<file path="src/rtl/hold_arb_pkg.sv">
package hold_arb_pkg;

  typedef enum logic [2:0] {
    TS_IDLE = 3'd0,
    TS_T1   = 3'd1,
    TS_T2   = 3'd2,
    TS_T3   = 3'd3,
    TS_TW   = 3'd4,
    TS_T4   = 3'd5
  } tstate_e;

  typedef enum logic [1:0] {
    OWN_DRIVE = 2'd0,
    OWN_HELD  = 2'd1,
    OWN_WAIT  = 2'd2
  } own_e;

  function automatic logic is_grant_slot(input logic [2:0] ts);
    return (ts == TS_IDLE) || (ts == TS_T1) || (ts == TS_T4);
  endfunction

endpackage

</file>
<file path="src/rtl/hold_fsm.sv">
module hold_fsm
  import hold_arb_pkg::*;
(
  input  logic       clk,
  input  logic       rst,
  input  logic       hold_req,
  input  logic [2:0] tstate,
  input  logic       cyc_req,
  output own_e       st_q,
  output own_e       st_n,
  output logic       stall
);

  logic slot;
  assign slot = is_grant_slot(tstate);

  always_comb begin
    st_n = st_q;
    case (st_q)
      OWN_DRIVE: if (hold_req && slot) st_n = OWN_HELD;
      OWN_HELD:  if (!hold_req)        st_n = OWN_WAIT;
      OWN_WAIT: begin
        if (hold_req)     st_n = OWN_HELD;
        else if (cyc_req) st_n = OWN_DRIVE;
      end
      default:            st_n = OWN_DRIVE;
    endcase
  end

  assign stall = (st_q != OWN_DRIVE) || (hold_req && slot);

  always_ff @(posedge clk) begin
    if (rst) st_q <= OWN_DRIVE;
    else     st_q <= st_n;
  end

  // the waiting state is only entered from the held state
  p_wait_entry_r6: assert property (@(posedge clk) disable iff (rst)
    (st_q == OWN_WAIT && $past(st_q) != OWN_WAIT) |-> $past(st_q) == OWN_HELD);

endmodule

</file>
<file path="src/rtl/bus_park.sv">
module bus_park #(
  parameter int          W         = 8,
  parameter bit          PARK_ONES = 1'b0,
  parameter logic [W-1:0] RST_VAL  = '0
) (
  input  logic         clk,
  input  logic         rst,
  input  logic         drive_n,
  input  logic [W-1:0] d,
  output logic [W-1:0] q,
  output logic         oe
);

  always_ff @(posedge clk) begin
    if (rst) oe <= 1'b1;
    else     oe <= drive_n;
  end

  generate
    if (PARK_ONES) begin : g_ones
      always_ff @(posedge clk) begin
        if (rst)          q <= RST_VAL;
        else if (drive_n) q <= d;
        else              q <= '1;
      end
      // released control lines read as all ones
      p_park_ones_r4: assert property (@(posedge clk) disable iff (rst)
        !oe |-> (q == {W{1'b1}}));
    end else begin : g_keep
      always_ff @(posedge clk) begin
        if (rst)          q <= RST_VAL;
        else if (drive_n) q <= d;
      end
      // released bus keeps its last driven value
      p_keep_value_r3: assert property (@(posedge clk) disable iff (rst)
        !drive_n |=> $stable(q));
    end
  endgenerate

endmodule

</file>
<file path="src/rtl/hold_arbiter.sv">
module hold_arbiter
  import hold_arb_pkg::*;
#(
  parameter int AD_W  = 20,
  parameter int CTL_W = 5
) (
  input  logic             clk,
  input  logic             rst,
  input  logic             hold_req,
  input  logic [2:0]       seq_tstate,
  input  logic             seq_cyc_req,
  output logic             seq_stall,
  output logic             hlda,
  input  logic [AD_W-1:0]  ad_in,
  output logic [AD_W-1:0]  ad_out,
  output logic             ad_oe,
  input  logic [CTL_W-1:0] ctl_in,
  output logic [CTL_W-1:0] ctl_out,
  output logic             ctl_oe,
  input  logic             ale_in,
  output logic             ale_out,
  input  logic             inta_n_in,
  output logic             inta_n_out
);

  localparam logic [CTL_W-1:0] CTL_IDLE = {CTL_W{1'b1}};

  own_e st_q, st_n;
  logic drive_n;

  hold_fsm u_fsm (
    .clk      (clk),
    .rst      (rst),
    .hold_req (hold_req),
    .tstate   (seq_tstate),
    .cyc_req  (seq_cyc_req),
    .st_q     (st_q),
    .st_n     (st_n),
    .stall    (seq_stall)
  );

  assign drive_n = (st_n == OWN_DRIVE);

  bus_park #(.W(AD_W), .PARK_ONES(1'b0), .RST_VAL('0)) u_ad (
    .clk (clk), .rst (rst), .drive_n (drive_n),
    .d (ad_in), .q (ad_out), .oe (ad_oe)
  );

  bus_park #(.W(CTL_W), .PARK_ONES(1'b1), .RST_VAL(CTL_IDLE)) u_ctl (
    .clk (clk), .rst (rst), .drive_n (drive_n),
    .d (ctl_in), .q (ctl_out), .oe (ctl_oe)
  );

  always_ff @(posedge clk) begin
    if (rst) begin
      hlda       <= 1'b0;
      ale_out    <= 1'b0;
      inta_n_out <= 1'b1;
    end else begin
      hlda       <= (st_n == OWN_HELD);
      ale_out    <= ale_in;
      inta_n_out <= inta_n_in;
    end
  end

  // a grant from the driven bus happens only at a grant slot
  p_grant_slot_r2: assert property (@(posedge clk) disable iff (rst)
    ($rose(hlda) && $past(ad_oe)) |-> ($past(hold_req) && is_grant_slot($past(seq_tstate))));

  // bus and controls are released whenever acknowledged
  p_float_on_hlda_r3: assert property (@(posedge clk) disable iff (rst)
    hlda |-> (!ad_oe && !ctl_oe));

  // dropped request clears the acknowledge on the next edge, bus stays released
  p_drop_r5: assert property (@(posedge clk) disable iff (rst)
    (hlda && !hold_req) |=> (!hlda && !ad_oe));

  // no re-drive without a cycle request
  p_no_redrive_r6: assert property (@(posedge clk) disable iff (rst)
    (!ad_oe && (!seq_cyc_req || hold_req)) |=> !ad_oe);

  // sequencer stalled whenever the bus is not owned
  p_stall_r7: assert property (@(posedge clk) disable iff (rst)
    !ad_oe |-> seq_stall);

  // strobes that are never released keep following their inputs
  p_strobe_follow_r8: assert property (@(posedge clk) disable iff (rst)
    !$past(rst) |-> (ale_out == $past(ale_in) && inta_n_out == $past(inta_n_in)));

endmodule

</file>
<file path="config.mk">
export PLATFORM = sky130hd
export DESIGN_NAME = hold_arbiter
export DESIGN_NICKNAME = d
export VERILOG_FILES = /design/src/rtl/hold_arb_pkg.sv /design/src/rtl/hold_fsm.sv /design/src/rtl/bus_park.sv /design/src/rtl/hold_arbiter.sv
export SDC_FILE = /design/constraint.sdc
export NUM_CORES = 1
export LEC_CHECK = 0
export BUFFER_PORTS_ARGS = -buffer_cell sky130_fd_sc_hd__buf_2
export CORE_MARGIN = 3
export CORE_UTILIZATION = 23
export CTS_BUF_LIST = sky130_fd_sc_hd__clkbuf_8 sky130_fd_sc_hd__clkbuf_16
export CTS_CLUSTER_SIZE = 14
export DETAILED_ROUTE_END_ITERATION = 6
export HOLD_SLACK_MARGIN = 0.1
export PLACE_DENSITY = 0.57
export SYNTH_ARGS = -nofsm -noshare
export SYNTH_HDL_FRONTEND = slang
export SYNTH_SLANG_ARGS = --single-unit
</file>
<file path="constraint.sdc">
create_clock -name clk -period 1.8 [get_ports clk]
set_input_delay 0 -clock clk [delete_from_list [all_inputs] [get_ports clk]]
set_output_delay 0 -clock clk [all_outputs]
set_load 0.02 [all_outputs]
</file>
# [Yosys cells after proc, flatten, opt, wreduce, memory -nomap -nowiden]
# Index checks and enable logic that the tools add are counted.
[totals] ff_bits=31 in_bits=34 out_inout_bits=31 wordCells=27
[op_classes] n_eq_ne=5 mux=5 bitwise=1 n_reduce_logical=9
[ops] op="$mux 2" n=4
[ops] op="$pmux 2 s3" n=1
[ops] op="$eq 2x1->1 const B" n=2
[ops] op="$logic_not 2->1" n=2
[ops] op="$eq 3x1->1 const B" n=1
[ops] op="$eq 3x3->1 const B" n=1
[ops] op="$logic_not 3->1" n=1
[ops] op="$logic_or 1x1->1" n=3
[ops] op="$eq 2x2->1 const B" n=1
[ops] op="$reduce_bool 2->1" n=1
[ops] op="$reduce_or 2->1" n=1
[ops] op="$logic_and 1x1->1" n=1
[ops] op="$not 1->1" n=1

# [Logic depth before layout (Yosys ltp)]
[depth] word_depth=9 mapped_depth=5

# [By module]
# A second synthesis with hierarchy kept.
[unflattened] hier_cells=101 hier_area_um2=1142.3
[modules_own_cells] mod="bus_park at u_ad" n_inst=1 cells_per_inst=67 area_each_um2=760.7
[modules_own_cells] mod="bus_park at u_ctl" n_inst=1 cells_per_inst=12 area_each_um2=170.2
[modules_own_cells] mod="hold_fsm" n_inst=1 cells_per_inst=15 area_each_um2=127.6
[modules_own_cells] mod="hold_arbiter" n_inst=1 cells_per_inst=7 area_each_um2=83.8

# [Worst setup path before layout]
# OpenSTA, ideal clock, no wires.
[synth_timing] path_kind="reg-to-reg" from="register u_fsm.st_q[0]" to="register u_ad.q[0]" arrival_time_ns=1.353 required_time_ns=1.728 setup_slack_ns=0.375 stages_incl_launch_ff=6 cell_sequence="dfxtp_1 nor2_2 o21a_4 a221oi_4 buf_8 mux2i_1"
[synth_via] elab_chain_len=4 elab_cells_between_ends=9 classes_between="eq/ne (2); mux (5); reduce/logical (2)"
[synth_rtl] element="from (decl)" line_no="hold_fsm.sv:9" text="output own_e st_q,"
[synth_rtl] element="from (signal assigned)" line_no="hold_fsm.sv:34" text="else st_q <= st_n;"
[synth_rtl] element="$mux 2" line_no="hold_fsm.sv:24" text="else if (cyc_req) st_n = OWN_DRIVE;"
[synth_rtl] element="$mux 2" line_no="hold_fsm.sv:23" text="if (hold_req) st_n = OWN_HELD;"
[synth_rtl] element="$pmux 2 s3 (*)" line_no="hold_fsm.sv:19" text="case (st_q)"
[synth_rtl] element="$logic_not 2->1 (*)" line_no="hold_arbiter.sv:42" text="assign drive_n = (st_n == OWN_DRIVE);"
[synth_rtl] element="to (signal assigned)" line_no="bus_park.sv:31" text="if (rst) q <= RST_VAL;"
[synth_rtl] element="to (signal assigned)" line_no="bus_park.sv:32" text="else if (drive_n) q <= d;"
[synth_rtl] element="to (decl)" line_no="bus_park.sv:10" text="output logic [W-1:0] q,"
# Mark *: on every way between the ends. The rest lies on a longest branch, timed or not.
# A chain may end at the register's enable or synchronous reset.

# [Final worst setup path]
[layout_timing] from="register u_fsm.st_q[0]" to="register u_ad.q[6]"
# Same word-level chain as after synthesis.

==> key figures <==
Status
  – Status: complete, no violations

Critical path
  – Reg2reg setup slack: 0.25 ns
  – Worst Path Arrival: 1.76 ns
  – Critical path startpoint category: register
  – Critical Path RT: 2.01 ns
  – Crit path cell chain: nor2_2 > o21a_4 > a221oi_4 > buf_4 > mux2i_1
  – Critical Path Sink Type: register
  – Crit-path slowest cell: dfxtp_1
  – Bufs and invs on worst path: 1
  – Crit path max-delay family: flip-flops
  – Crit Path Class: reg2reg
  – CP max stage delay: 0.49 ns
  – Crit path max fanout: 10

Power and ir drop
  – Sequential fraction of design power: 0.460
  – Gate power share: 0.214
  – Maximum vdd drop: 0.417 mV
  – Psw: 467 uW
  – Switching Fraction: 0.283
  – Clock share of power: 0.326
  – Leakage: 0.000933 uW
  – P_int: 1180 uW
  – Pwr dens: 801 mW/mm^2

Logic synthesis
  – Count leader, synth: nand2b_1
  – Top cells by count, synth: nand2b_1 (41), dfxtp_1 (31), mux2i_1 (21), clkbuf_1 (5), or3_2 (5)
  – Synth Area in Simple Gates: 0.259
  – Synth Area in Adders: 0
  – Ys async rst share: 0
  – Mapped Nets: 154
  – Register bit total from synthesis: 31
  – Post-Syn Area: 0.00130 sq mm
  – Top flip-flop cell by instance count after synthesis: dfxtp_1
  – Synth area leader: dfxtp_1
  – Post-synth EDFFs: 0
  – Syn Inst Count: 120
  – Synthesized area per cell: 10.8 sq um
  – Synth Area in Compound Gates: 0.0511
  – Post-synthesis sequential area ratio: 0.478
  – Unique masters post-synth: 17
  – Ys Warns: 0
  – Synth top area share: 0.478
  – Post-synthesis mux area share: 0.162
  – Largest family of logic cells by synthesized area: simple AND/OR/NAND/NOR gates
  – Post-synthesis xor/xnor area fraction: 0
  – Synth top area cells: dfxtp_1 (48%), nand2b_1 (20%), mux2i_1 (16%)

Cells and area
  – Reg area: 621 sq um
  – Share of layout cells above drive strength 1: 0.389
  – FILL cells: 535
  – Area delta synth->final: 59.0%
  – Area of the multi-input gates: 613 sq um
  – Final net count: 249
  – Ant. Diodes: 0

Global routing
  – First-pass GRT wire length: 5210 um
  – Gr usage total: 0.104
  – Initial antenna violation count: 0
  – Grt ovf: 0
  – Number of global-route vias before repair: 1158
  – Largest net degree at the start of global routing: 52

Floorplan
  – CORE AREA: 0.00527 sq mm
  – Rows: 26
  – Die Ht: 81.1 um
  – Initial Utilization: 0.246
  – Num ports: 65
  – Die width: 81.1 um
  – Die area: 0.00658 sq mm

Clock tree
  – Clock root buffer: clkbuf_8
  – Total CTS buffers: 5
  – Clock Latency Late Sink: 0.28 ns
  – Post-CTS setup buffer count: 0
  – Clock Path Buffers: 2
  – Post-cts resize count: 0
  – CTS tree: built
  – Total clock sinks: 31
  – Clock transition at path regs: 0.07 ns
  – H-tree depth: 2
  – Hold_buf cts: 29

Route
  – Routed wire length: 3200 um
  – DRC Markers: 0
  – Routed Antenna Nets: 0
  – DR iter-0 viols: 22
  – Drt pass-1 iters: 4
  – DR WL/cell: 11.2 um
  – Vias/cell: 3.97
  – DR vias: 1136

Placement
  – IO buf count: 64
  – Detailed placement HPWL: 2090 um
  – Pre-CTS WS: 0.246 ns
  – Global placer's final weighted congestion: 0.669

Timing
  – Worst-Margin Slew: 0.624 ns
  – Slew Limit Fails: 0
  – Minimum clock period: 1.55 ns
  – Crit share post-route: 0.863
  – Setup ws final: 0.246 ns
  – Final count of negative-setup-slack endpoints: 0
  – Skew final: 0.00709 ns
  – TNS Setup: 0 ns
  – Slew HR: 0.584
  – RSZ-0062 raised after global routing: false
  – Final hold vios: 0
  – Fmax: 0.643 GHz

Worst hold path
  – Worst hold-check path type: in2reg

Run
  – Max Cap Viol: 0
==> sequential cells by signal, summed over array words and instances, names as in the netlist <==
signal,count
ale_out,1
u_ad.q,20
inta_n_out,1
hlda,1
u_ctl.q,5
u_fsm.st_q,2
u_ctl.oe,1
==> worst paths after layout <==
path / startpoint / end / cells after the start
setup reg to reg: u_fsm.st_q[0]$_SDFF_PP0_ / u_ad.q[6]$_SDFFE_PP0N_ / 5
setup / recovery: u_fsm.st_q[0]$_SDFF_PP0_ / u_ad.q[6]$_SDFFE_PP0N_ / 5
hold reg to reg: u_ad.q[10]$_SDFFE_PP0N_ / u_ad.q[10]$_SDFFE_PP0N_ / 2
hold / removal: seq_cyc_req / u_fsm.st_q[1]$_SDFF_PP0_ / 4
==> per-layer routing <==
metal	part of all wire	up-vias	global-route usage
met1	0.40	513	0.118
met5	0	-	0
met2	0.51	39	0.174
met4	0.014	0	0.0456
li1	-	579	-
met3	0.073	5	0.0399
==> tightest hold or removal path, stage by stage <==
cell     delay, ns
buf_2         0.07
and2b_1       0.18
mux2i_1       0.13
nor3_1        0.06
==> per-stage QoR <==
step / power, uW / area [sq um] / hold slack [ns] / instances / utilization
5_1_grt: 1760 / 2060 / 0.231 / 286 / 0.392
4_1_cts: 1680 / 2060 / 0.194 / 286 / 0.392
2_1_floorplan: 975 / 1300 / 0.0793 / 120 / -
6_report: 1650 / 2060 / 0.206 / 286 / 0.392
3_3_place_gp: 1080 / 1680 / 0.186 / 249 / 0.320
3_5_place_dp: 1080 / 1680 / 0.194 / 249 / 0.320
==> cell families after synthesis <==
family,after synthesis
AND/OR/NAND/NOR,53
flip-flops,31
multiplexers,21
buffers and inverters,10
AO/OA/AOI/OAI,5
==> cell usage in the layout, fill, tap and decap left out, drive strengths merged, types with 2 or more instances in the layout <==
cell / netlist / layout
clkinvlp: 0 / 2
or3: 5 / 5
dfxtp: 31 / 31
nor3: 2 / 2
nor2b: 2 / 2
dlygate4sd3: 0 / 29
a2111oi: 2 / 2
mux2i: 21 / 21
inv: 2 / 2
nand2b: 41 / 41
buf: 3 / 67
clkbuf: 5 / 5
==> power groups by stage <==
stage / combinational (uW) / clock, uW / sequential [uW]
finish: 353 / 539 / 760
global route: 384 / 605 / 767
floorplan: 138 / 0 / 837
global placement: 307 / 0 / 775
detailed placement: 309 / 0 / 775
CTS: 358 / 563 / 761
==> layout make-up <==
type / instances / area share
sequential: 31 / 0.301
multi-input combinational: 79 / 0.297
inverter: 2 / 0.00364
clock buffer: 5 / 0.0334
clock inverter: 3 / 0.00970
tap: 70 / 0.0424
timing repair buffer: 96 / 0.313
Power figures use the tool's default switching activity.
